**src/rtl/rtc_clk_pkg.sv**
```systemverilog
package rtc_clk_pkg;
    localparam int CFG_W       = 32;
    localparam int SLOW_LO     = 30;
    localparam int FAST_BIT    = 29;
    localparam int AUX_LO      = 12;
    localparam int AUX_W       = 3;
    localparam int DIG_OSC_BIT = 10;
    localparam int DIG_DIV_BIT = 9;
    localparam int DIG_32K_BIT = 8;
    localparam int BYPASS_BIT  = 7;
    localparam int KILL_BIT    = 6;
    localparam int PDIV_LO     = 4;
    localparam int PDIV_SEL_W  = 2;
    localparam int PDIV_BASE_LOG = 7;
    localparam int PDIV_W      = PDIV_BASE_LOG + (1 << PDIV_SEL_W) - 1;
    localparam logic [CFG_W-1:0] CFG_RESET = 32'h0000_2210;

    typedef enum logic [1:0] {
        SLOW_RC      = 2'd0,
        SLOW_X32K    = 2'd1,
        SLOW_OSC_DIV = 2'd2,
        SLOW_NONE    = 2'd3
    } slow_src_e;
endpackage

```
**src/rtl/rtc_tick_div.sv**
```systemverilog
module rtc_tick_div #(
    parameter int W = 4
) (
    input  logic         clk,
    input  logic         rst_n,
    input  logic         tick_i,
    input  logic         restart_i,
    input  logic [W-1:0] limit_i,
    output logic         pulse_o
);
    typedef struct packed {
        logic [W-1:0] cnt;
    } st_t;

    st_t st_d, st_q;

    always_comb begin
        st_d    = st_q;
        pulse_o = tick_i && !restart_i && (st_q.cnt >= limit_i);
        if (restart_i) begin
            st_d.cnt = '0;
        end else if (tick_i) begin
            st_d.cnt = pulse_o ? '0 : st_q.cnt + 1'b1;
        end
    end

    always_ff @(posedge clk or negedge rst_n) begin
        if (!rst_n) st_q <= '0;
        else        st_q <= st_d;
    end


    cnt_hold_chk: assert property (@(posedge clk) disable iff (!rst_n)
        (!tick_i && !restart_i) |=> $stable(st_q.cnt));


    restart_zero_chk: assert property (@(posedge clk) disable iff (!rst_n)
        restart_i |=> (st_q.cnt == '0));
endmodule

```
**src/rtl/rtc_src_switch.sv**
```systemverilog
module rtc_src_switch #(
    parameter int N  = 4,
    parameter int SW = (N > 1) ? $clog2(N) : 1
) (
    input  logic          clk,
    input  logic          rst_n,
    input  logic [N-1:0]  tick_i,
    input  logic [N-1:0]  live_i,
    input  logic [SW-1:0] want_i,
    output logic          tick_o,
    output logic [SW-1:0] act_o
);
    typedef struct packed {
        logic [SW-1:0] act;
    } st_t;

    st_t st_d, st_q;

    always_comb begin
        st_d   = st_q;
        tick_o = tick_i[st_q.act];
        if ((want_i != st_q.act) && (tick_o || !live_i[st_q.act])) begin
            st_d.act = want_i;
        end
    end

    assign act_o = st_q.act;

    always_ff @(posedge clk or negedge rst_n) begin
        if (!rst_n) st_q <= '0;
        else        st_q <= st_d;
    end


    no_early_switch_chk: assert property (@(posedge clk) disable iff (!rst_n)
        (!tick_i[st_q.act] && live_i[st_q.act]) |=> $stable(st_q.act));
endmodule

```
**src/rtl/rtc_settle_timer.sv**
```systemverilog
module rtc_settle_timer #(
    parameter int CYC_PER_US = 50,
    parameter int FAST_US    = 3,
    parameter int SLOW_US    = 300
) (
    input  logic clk,
    input  logic rst_n,
    input  logic fast_chg_i,
    input  logic slow_chg_i,
    output logic busy_o
);
    localparam int FAST_CYC = FAST_US * CYC_PER_US;
    localparam int SLOW_CYC = SLOW_US * CYC_PER_US;
    localparam int MAX_CYC  = (SLOW_CYC > FAST_CYC) ? SLOW_CYC : FAST_CYC;
    localparam int CW       = $clog2(MAX_CYC + 1);
    localparam logic [CW-1:0] FAST_V = CW'(FAST_CYC);
    localparam logic [CW-1:0] SLOW_V = CW'(SLOW_CYC);

    typedef struct packed {
        logic [CW-1:0] cnt;
    } st_t;

    st_t st_d, st_q;
    logic [CW-1:0] load_v;

    always_comb begin
        st_d   = st_q;
        load_v = '0;
        if (fast_chg_i && FAST_V > load_v) load_v = FAST_V;
        if (slow_chg_i && SLOW_V > load_v) load_v = SLOW_V;
        if (st_q.cnt != '0) st_d.cnt = st_q.cnt - 1'b1;
        if (load_v > st_d.cnt) st_d.cnt = load_v;
    end

    assign busy_o = (st_q.cnt != '0);

    always_ff @(posedge clk or negedge rst_n) begin
        if (!rst_n) st_q <= '0;
        else        st_q <= st_d;
    end


    busy_rise_chk: assert property (@(posedge clk) disable iff (!rst_n)
        (fast_chg_i || slow_chg_i) |=> busy_o);


    busy_countdown_chk: assert property (@(posedge clk) disable iff (!rst_n)
        (busy_o && !fast_chg_i && !slow_chg_i) |=> (st_q.cnt == $past(st_q.cnt) - 1'b1));
endmodule

```
**src/rtl/rtc_clk_sel.sv**
```systemverilog
module rtc_clk_sel
    import rtc_clk_pkg::*;
#(
    parameter int CYC_PER_US = 50
) (
    input  logic        clk,
    input  logic        rst_n,
    input  logic        rc_tick_i,
    input  logic        x32k_tick_i,
    input  logic        osc8m_tick_i,
    input  logic        xtal_tick_i,
    input  logic        cfg_we_i,
    input  logic [31:0] cfg_wdata_i,
    output logic [31:0] cfg_rdata_o,
    output logic        fast_tick_o,
    output logic        slow_tick_o,
    output logic        dig_osc_tick_o,
    output logic        dig_osc_div_tick_o,
    output logic        dig_x32k_tick_o,
    output logic        dig_aux_tick_o,
    output logic        busy_o
);
    typedef struct packed {
        logic [CFG_W-1:0] cfg;
        logic fast;
        logic slow;
        logic dig_osc;
        logic dig_div;
        logic dig_32k;
        logic aux;
    } st_t;

    st_t st_d, st_q;

    logic              slow_chg, fast_chg, pdiv_chg, aux_chg;
    logic              osc_live, osc_ok, osc_div, pdiv_pulse, xdiv_pulse, aux_pulse;
    logic [PDIV_W:0]   pdiv_one_sh;
    logic [PDIV_W-1:0] pdiv_lim;
    logic              fast_sel_tick, slow_sel_tick;
    logic              fast_act;
    logic [1:0]        slow_act;

    always_comb begin
        slow_chg = cfg_we_i && (cfg_wdata_i[SLOW_LO +: 2] != st_q.cfg[SLOW_LO +: 2]);
        fast_chg = cfg_we_i && (cfg_wdata_i[FAST_BIT] != st_q.cfg[FAST_BIT]);
        pdiv_chg = cfg_we_i && (cfg_wdata_i[PDIV_LO +: PDIV_SEL_W] != st_q.cfg[PDIV_LO +: PDIV_SEL_W]);
        aux_chg  = cfg_we_i && (cfg_wdata_i[AUX_LO +: AUX_W] != st_q.cfg[AUX_LO +: AUX_W]);

        osc_live = !st_q.cfg[KILL_BIT];
        osc_ok   = osc8m_tick_i && osc_live;

        pdiv_one_sh = (PDIV_W+1)'(1) << (PDIV_BASE_LOG + int'(st_q.cfg[PDIV_LO +: PDIV_SEL_W]));
        pdiv_lim    = PDIV_W'(pdiv_one_sh - 1'b1);

        osc_div = st_q.cfg[BYPASS_BIT] ? osc_ok : pdiv_pulse;
    end

    rtc_tick_div #(.W(PDIV_W)) u_post_div (
        .clk(clk), .rst_n(rst_n), .tick_i(osc_ok), .restart_i(pdiv_chg),
        .limit_i(pdiv_lim), .pulse_o(pdiv_pulse)
    );

    rtc_tick_div #(.W(2)) u_xtal_div (
        .clk(clk), .rst_n(rst_n), .tick_i(xtal_tick_i), .restart_i(1'b0),
        .limit_i(2'd3), .pulse_o(xdiv_pulse)
    );

    rtc_tick_div #(.W(AUX_W)) u_aux_div (
        .clk(clk), .rst_n(rst_n), .tick_i(osc_ok), .restart_i(aux_chg),
        .limit_i(st_q.cfg[AUX_LO +: AUX_W]), .pulse_o(aux_pulse)
    );

    rtc_src_switch #(.N(2)) u_fast_sw (
        .clk(clk), .rst_n(rst_n),
        .tick_i({osc_ok, xdiv_pulse}),
        .live_i({osc_live, 1'b1}),
        .want_i(st_q.cfg[FAST_BIT]),
        .tick_o(fast_sel_tick), .act_o(fast_act)
    );

    rtc_src_switch #(.N(4)) u_slow_sw (
        .clk(clk), .rst_n(rst_n),
        .tick_i({1'b0, osc_div, x32k_tick_i, rc_tick_i}),
        .live_i({1'b0, osc_live, 1'b1, 1'b1}),
        .want_i(st_q.cfg[SLOW_LO +: 2]),
        .tick_o(slow_sel_tick), .act_o(slow_act)
    );

    rtc_settle_timer #(.CYC_PER_US(CYC_PER_US)) u_settle (
        .clk(clk), .rst_n(rst_n), .fast_chg_i(fast_chg), .slow_chg_i(slow_chg),
        .busy_o(busy_o)
    );

    always_comb begin
        st_d         = st_q;
        if (cfg_we_i) st_d.cfg = cfg_wdata_i;
        st_d.fast    = fast_sel_tick;
        st_d.slow    = slow_sel_tick;
        st_d.dig_osc = osc_ok  && st_q.cfg[DIG_OSC_BIT];
        st_d.dig_div = osc_div && st_q.cfg[DIG_DIV_BIT];
        st_d.dig_32k = x32k_tick_i && st_q.cfg[DIG_32K_BIT];
        st_d.aux     = aux_pulse;
    end

    always_ff @(posedge clk or negedge rst_n) begin
        if (!rst_n) begin
            st_q     <= '0;
            st_q.cfg <= CFG_RESET;
        end else begin
            st_q <= st_d;
        end
    end

    assign cfg_rdata_o        = st_q.cfg;
    assign fast_tick_o        = st_q.fast;
    assign slow_tick_o        = st_q.slow;
    assign dig_osc_tick_o     = st_q.dig_osc;
    assign dig_osc_div_tick_o = st_q.dig_div;
    assign dig_x32k_tick_o    = st_q.dig_32k;
    assign dig_aux_tick_o     = st_q.aux;


    kill_silences_chk: assert property (@(posedge clk) disable iff (!rst_n)
        st_q.cfg[KILL_BIT] |=> (!dig_osc_tick_o && !dig_osc_div_tick_o && !dig_aux_tick_o));


    kill_fast_chk: assert property (@(posedge clk) disable iff (!rst_n)
        (fast_act && st_q.cfg[KILL_BIT]) |=> !fast_tick_o);


    slow_reserved_chk: assert property (@(posedge clk) disable iff (!rst_n)
        (slow_act == SLOW_NONE) |=> !slow_tick_o);


    cfg_write_chk: assert property (@(posedge clk) disable iff (!rst_n)
        cfg_we_i |=> (cfg_rdata_o == $past(cfg_wdata_i)));
endmodule

```
**config.mk**
```make
export PLATFORM = sky130hd
export DESIGN_NAME = rtc_clk_sel
export DESIGN_NICKNAME = d
export VERILOG_FILES = /design/src/rtl/rtc_clk_pkg.sv /design/src/rtl/rtc_tick_div.sv /design/src/rtl/rtc_src_switch.sv /design/src/rtl/rtc_settle_timer.sv /design/src/rtl/rtc_clk_sel.sv
export SDC_FILE = /design/constraint.sdc
export NUM_CORES = 1
export LEC_CHECK = 0
export ABC_AREA = 1
export BUFFER_PORTS_ARGS = -buffer_cell sky130_fd_sc_hd__buf_4
export CAP_MARGIN = 20
export CORE_MARGIN = 2
export CORE_UTILIZATION = 52
export CTS_CLUSTER_SIZE = 14
export DETAILED_ROUTE_END_ITERATION = 6
export PLACE_DENSITY = 0.87
export SKIP_LAST_GASP = 1
export SYNTH_ARGS = -nofsm -noshare
export SYNTH_HDL_FRONTEND = slang
export SYNTH_SLANG_ARGS = --single-unit
```
**constraint.sdc**
```tcl
create_clock -name clk -period 3.7 [get_ports clk]
set_input_delay 0.37 -clock clk [delete_from_list [all_inputs] [get_ports clk]]
set_output_delay 0.37 -clock clk [all_outputs]
set_load 0.05 [all_outputs]
```
* After elaboration in Yosys (flattened, before gate mapping)
Index checks and enable logic that the tools add are counted.
Word-level totals: flip-flop bits (word level) 70, bits in latches 0, memory bits (writable) 0, memory bits (read-only) 0, input port bits 39, output and inout bits 39, logic and storage cells 79, memories 0
Cells by class: $add $sub $neg 6, multiply operators 0, div/mod/pow operators 0, magnitude comparators 7, eq/ne operators 6, shift operators 1, mux-type cells 20, bitwise logic cells 0, reduce and logical (&&, ||, !) cells 26
Operator list (count):
- $mux 14 | 3
- $mux 10 | 3
- $logic_and 1x1->1 | 16
- $gt 14x14->1 | 1
- $gt 14x14->1 const A | 1
- $reduce_bool 14->1 | 1
- $sub 14x1->14 const B | 1
- $add 10x1->10 const B | 1
- $ge 10x10->1 | 1
- $shl 1x4->10 const A | 1
- $sub 10x1->10 const B | 1
- $mux 3 | 3
- $mux 8 | 1
- $mux 1 | 7
- $ne 2x2->1 | 3
- $logic_not 1->1 | 5
- $add 3x2->4 const A | 1
- $bmux 1 s2 | 2
- $reduce_bool 2->1 | 2
- $add 3x1->3 const B | 1
- $ge 3x3->1 | 1
- $lt 2x3->1 const B | 1
- $ne 3x3->1 | 1
- $add 2x1->2 const B | 1
- 5 further kinds | 7

* Logic depth before layout (Yosys ltp)
depth after elaboration 10, mapped depth 21, gate-level depth less buffers 21

* Hierarchy
From an unflattened synthesis, not the netlist that was laid out.
Second synthesis, totals: cells, all modules 609, area total of the unflattened synthesis 4491.8 sq um
Modules (own cells, without submodules):
- rtc_clk_sel | times used 1, cells an instance 181, area an instance 1640.3 sq um, sequential area each 954.7 sq um
- rtc_settle_timer | times used 1, cells an instance 181, area an instance 1263.7 sq um, sequential area each 350.3 sq um
- rtc_tick_div (u_post_div) | times used 1, cells an instance 134, area an instance 897.1 sq um, sequential area each 250.2 sq um
- rtc_tick_div (u_aux_div) | times used 1, cells an instance 38, area an instance 247.7 sq um, sequential area each 75.1 sq um
- rtc_tick_div (u_xtal_div) | times used 1, cells an instance 30, area an instance 183.9 sq um, sequential area each 50.0 sq um
- rtc_src_switch (u_slow_sw) | times used 1, cells an instance 30, area an instance 175.2 sq um, sequential area each 50.0 sq um
- rtc_src_switch (u_fast_sw) | times used 1, cells an instance 15, area an instance 83.8 sq um, sequential area each 25.0 sq um

* Least setup slack after synthesis
OpenSTA, ideal clock, no wires.
kind reg-to-reg, start point register u_settle.st_q[0] in the netlist's numbering, end point register u_settle.st_q[3] in the netlist's numbering, setup time 0.118 ns, data arrival time 2.874 ns, required time 3.582 ns, path slack 0.707 ns, stages on the path, launching flop included 21, buffers on the path 0, period minus slack after synthesis 2.993 ns, path through dfrtp_1 inv_1 ha_1 nand2_4 nor2_8 inv_2 nor2_1 nand3_2 nand2_1 nor2_1 nand2_1 xnor2_1 inv_1 ha_1 nand4_1 nor2_2 nand2_2 nand2_4 nand2_4 nand2_1 nand2_1
RTL lines:
- from (decl) | RTL line rtc_settle_timer.sv:23 | st_t st_d, st_q;
- from (signal assigned) | RTL line rtc_settle_timer.sv:39 | else st_q <= st_d;

==> impl_metrics.json <==
{
  "outcome": "finished, final reports clean",
  "ir_worst_vdd_v": 0.0003073,
  "ant_nets": 0,
  "crit_family": "simple AND/OR/NAND/NOR gates",
  "syn-cell-area_um2": 3879,
  "num_rows": 31,
  "coreArea_um2": 7253,
  "worstMarginPinSlew_ns": 0.8392,
  "hold_class": "in2async",
  "grt_overflow": 0,
  "slowest_delay_ns": 0.39,
  "die-area_um2": 8166,
  "cts_buffer_depth": 2,
  "dp.cells": 646,
  "post-route-period-util_pct": 86.40,
  "routedWlPerCell_um": 13.44,
  "cts_hold_buf": 0,
  "path_cells": "inv_1 > ha_1 > nand2_4 > nor2_8 > inv_2 > nor2_1 > nand3_2 > nand2_1 > xor2_1 > inv_1 > ha_1 > a21oi_1 > nor2_1 > o21ai_0 > nand2_1 > nand2_2 > nand2_4 > nand2_4 > nand2_1 > nand2_1",
  "p_leak_nw": 2.588,
  "synth_edf_count": 0,
  "port_buffers": 77,
  "dr.pass1.iters": 7,
  "vias_per_cell": 5.057,
  "path_buf_inv": 3,
  "final_cell_mix": "nand2_1 (156), buf_4 (79), dfrtp_1 (67)",
  "relSlewSlack_pct": 44.06,
  "nets": 621,
  "dpl.hpwl_mm": 6.692,
  "grt_pass1_vias": 3450,
  "critPathCaptureType": "flip-flop",
  "pre_cts_ws_ns": 0.6158,
  "fillers": 590,
  "syn_area_per_cell_um2": 8.131,
  "cp.arrival_ns": 3.48,
  "clk-insertion-delay-late_ns": 0.34,
  "timing.final.ws_setup_ns": 0.5031,
  "crit_top_cell": "nand2_1",
  "ys_async_sr_fraction_pct": 100.0,
  "ios": 78,
  "ys.flop_type": "dfrtp_1",
  "post_cts_buffers": 0,
  "final_common_cell": "nand2_1",
  "start_util_pct": 53.48,
  "cp_max_fo": 9,
  "powerDensity_nw_per_um2": 654.3,
  "drv_slew": 0,
  "grt_max_degree": 71,
  "cts_max_level": 3,
  "cts.clk_slew.worst_paths_ns": 0.07,
  "finalWirelength_mm": 8.883,
  "die_h_um": 90.37,
  "cts_buffers": 9,
  "dieWidth_um": 90.37,
  "syn_to_final_growth_pct": 22.77,
  "grt_use_total_pct": 23.37,
  "hold_viol": 0,
  "regArea_um2": 1755,
  "fmax_ghz": 0.3128,
  "cap_violations": 0,
  "drive_gt1_share_pct": 20.82,
  "multi_input_area_um2": 1868,
  "ys_seq_area_share_pct": 45.26,
  "ys_ff_latch": 70,
  "ys_types": 37,
  "antenna_found_initial": 0,
  "crit_required_ns": 3.99,
  "grt_pass1_wl_mm": 15.41,
  "tns_ns": 0,
  "diodes": 0,
  "cts.sinks": 70,
  "cts_resized": 0,
  "setup_violations": 0,
  "vias": 3343,
  "cts-root-buf": "clkbuf_8",
  "syn_inst": 477,
  "critPathSlowestCell": "dfrtp_1",
  "route.detailed.drc": 0,
  "tritoncts": "built",
  "ys_warn_count": 0,
  "dpl_cell_area_um2": 4558,
  "rsz0062_at_grt": "false",
  "drtIter0Drc": 212,
  "gp_congestion": 0.9157,
  "path_class": "reg2reg",
  "final_cell_count_no_fill": 661,
  "min_period_ns": 3.197,
  "fin_skew_ns": 0.009067,
  "worst_setup_path_start_kind": "flip-flop",
  "finalInstanceArea_um2": 4762
}
[logic make-up (layout without fill, tap and decap cells)]
group	Yosys count	count (layout)	synth area share, %
AOI/OAI and AO/OA	52	52	7.387
DFF	70	70	45.26
muxes	2	2	0.5484
and+or+nand+nor	239	239	27.55
xor gates and xnor gates	21	21	4.742
buffers and inverters	68	152	6.677
adders and majority gates	24	24	7.742
other	1	2	0.09668
[cell usage after synthesis (2+ instances only)]
cell | number | area share (%)
nor3_1 | 3 | 0.39
or2_2 | 2 | 0.32
nand2_1 | 156 | 15
clkbuf_1 | 9 | 0.87
nor2_4 | 3 | 0.87
dfrtp_1 | 67 | 43
nor2_1 | 30 | 2.9
nand3_1 | 23 | 3.0
inv_2 | 2 | 0.19
nand3_2 | 2 | 0.52
xnor2_1 | 7 | 1.6
nand2_4 | 4 | 1.2
nand4_1 | 6 | 0.97
nor2_2 | 2 | 0.32
xor2_1 | 14 | 3.2
dfstp_2 | 3 | 2.0
o21ai_0 | 21 | 2.7
a21oi_1 | 17 | 2.2
o22ai_1 | 8 | 1.3
ha_1 | 24 | 7.7
inv_1 | 55 | 5.3
nand2_2 | 4 | 0.65
[metrics by stage]
stage | power, mW | utilization [%] | hold slack (ns)
3_3_place_gp | 2.379 | 62.84 | 0.4558
5_1_grt | 3.341 | 65.65 | 0.1930
2_1_floorplan | 2.085 | - | 0.07441
6_report | 3.116 | 65.65 | 0.1118
4_1_cts | 3.116 | 65.65 | 0.1518
3_5_place_dp | 2.458 | 62.84 | 0.4594
[state kept, by name (all words and copies together) (netlist names)]
register	flops
dig_aux_tick_o	1
dig_osc_div_tick_o	1
u_fast_sw.act_o	1
u_xtal_div.st_q	2
u_post_div.st_q	10
u_settle.st_q	14
slow_tick_o	1
fast_tick_o	1
cfg_rdata_o	32
u_aux_div.st_q	3
dig_osc_tick_o	1
dig_x32k_tick_o	1
u_slow_sw.act_o	2
[power breakdown]
group	internal (mW)	switching, mW
combinational	0.474	0.924
sequential	0.920	0.147
clock	0.375	0.275
[area by class of cell]
type,instances,area share (%)
Clock buffer,11,2.759
Inverter,58,4.572
Tap cell,99,2.601
Timing Repair Buffer,79,12.45
Clock inverter,4,1.524
Sequential cell,70,36.86
Multi-Input combinational cell,340,39.23
[worst paths after layout]
kind / start / endpoint / slack (ns) / cells after the start
setup / recovery: u_settle.st_q[0]$_DFF_PN0_ / u_settle.st_q[7]$_DFF_PN0_ / 0.50 / 20
hold / removal: rst_n / cfg_rdata_o[11]$_DFFE_PN0P_ / 0.11 / 1
setup reg to reg: u_settle.st_q[0]$_DFF_PN0_ / u_settle.st_q[7]$_DFF_PN0_ / 0.50 / 20
hold reg to reg: cfg_rdata_o[23]$_DFFE_PN0P_ / cfg_rdata_o[23]$_DFFE_PN0P_ / 0.47 / 2
max in group asynchronous: rst_n / cfg_rdata_o[21]$_DFFE_PN0P_ / 3.02 / 1
min in group clk: cfg_wdata_i[11] / cfg_rdata_o[11]$_DFFE_PN0P_ / 0.22 / 3
[layer usage]
metal | global-route usage, % | part of all wire (%) | vias to the layer above
li1 | - | - | 1672
met1 | 27.96 | 40 | 1527
met2 | 40.54 | 51 | 126
met3 | 5.593 | 7.0 | 18
met4 | 9.487 | 1.7 | 0
met5 | 0 | 0 | -
Power figures use the tool's default switching activity.
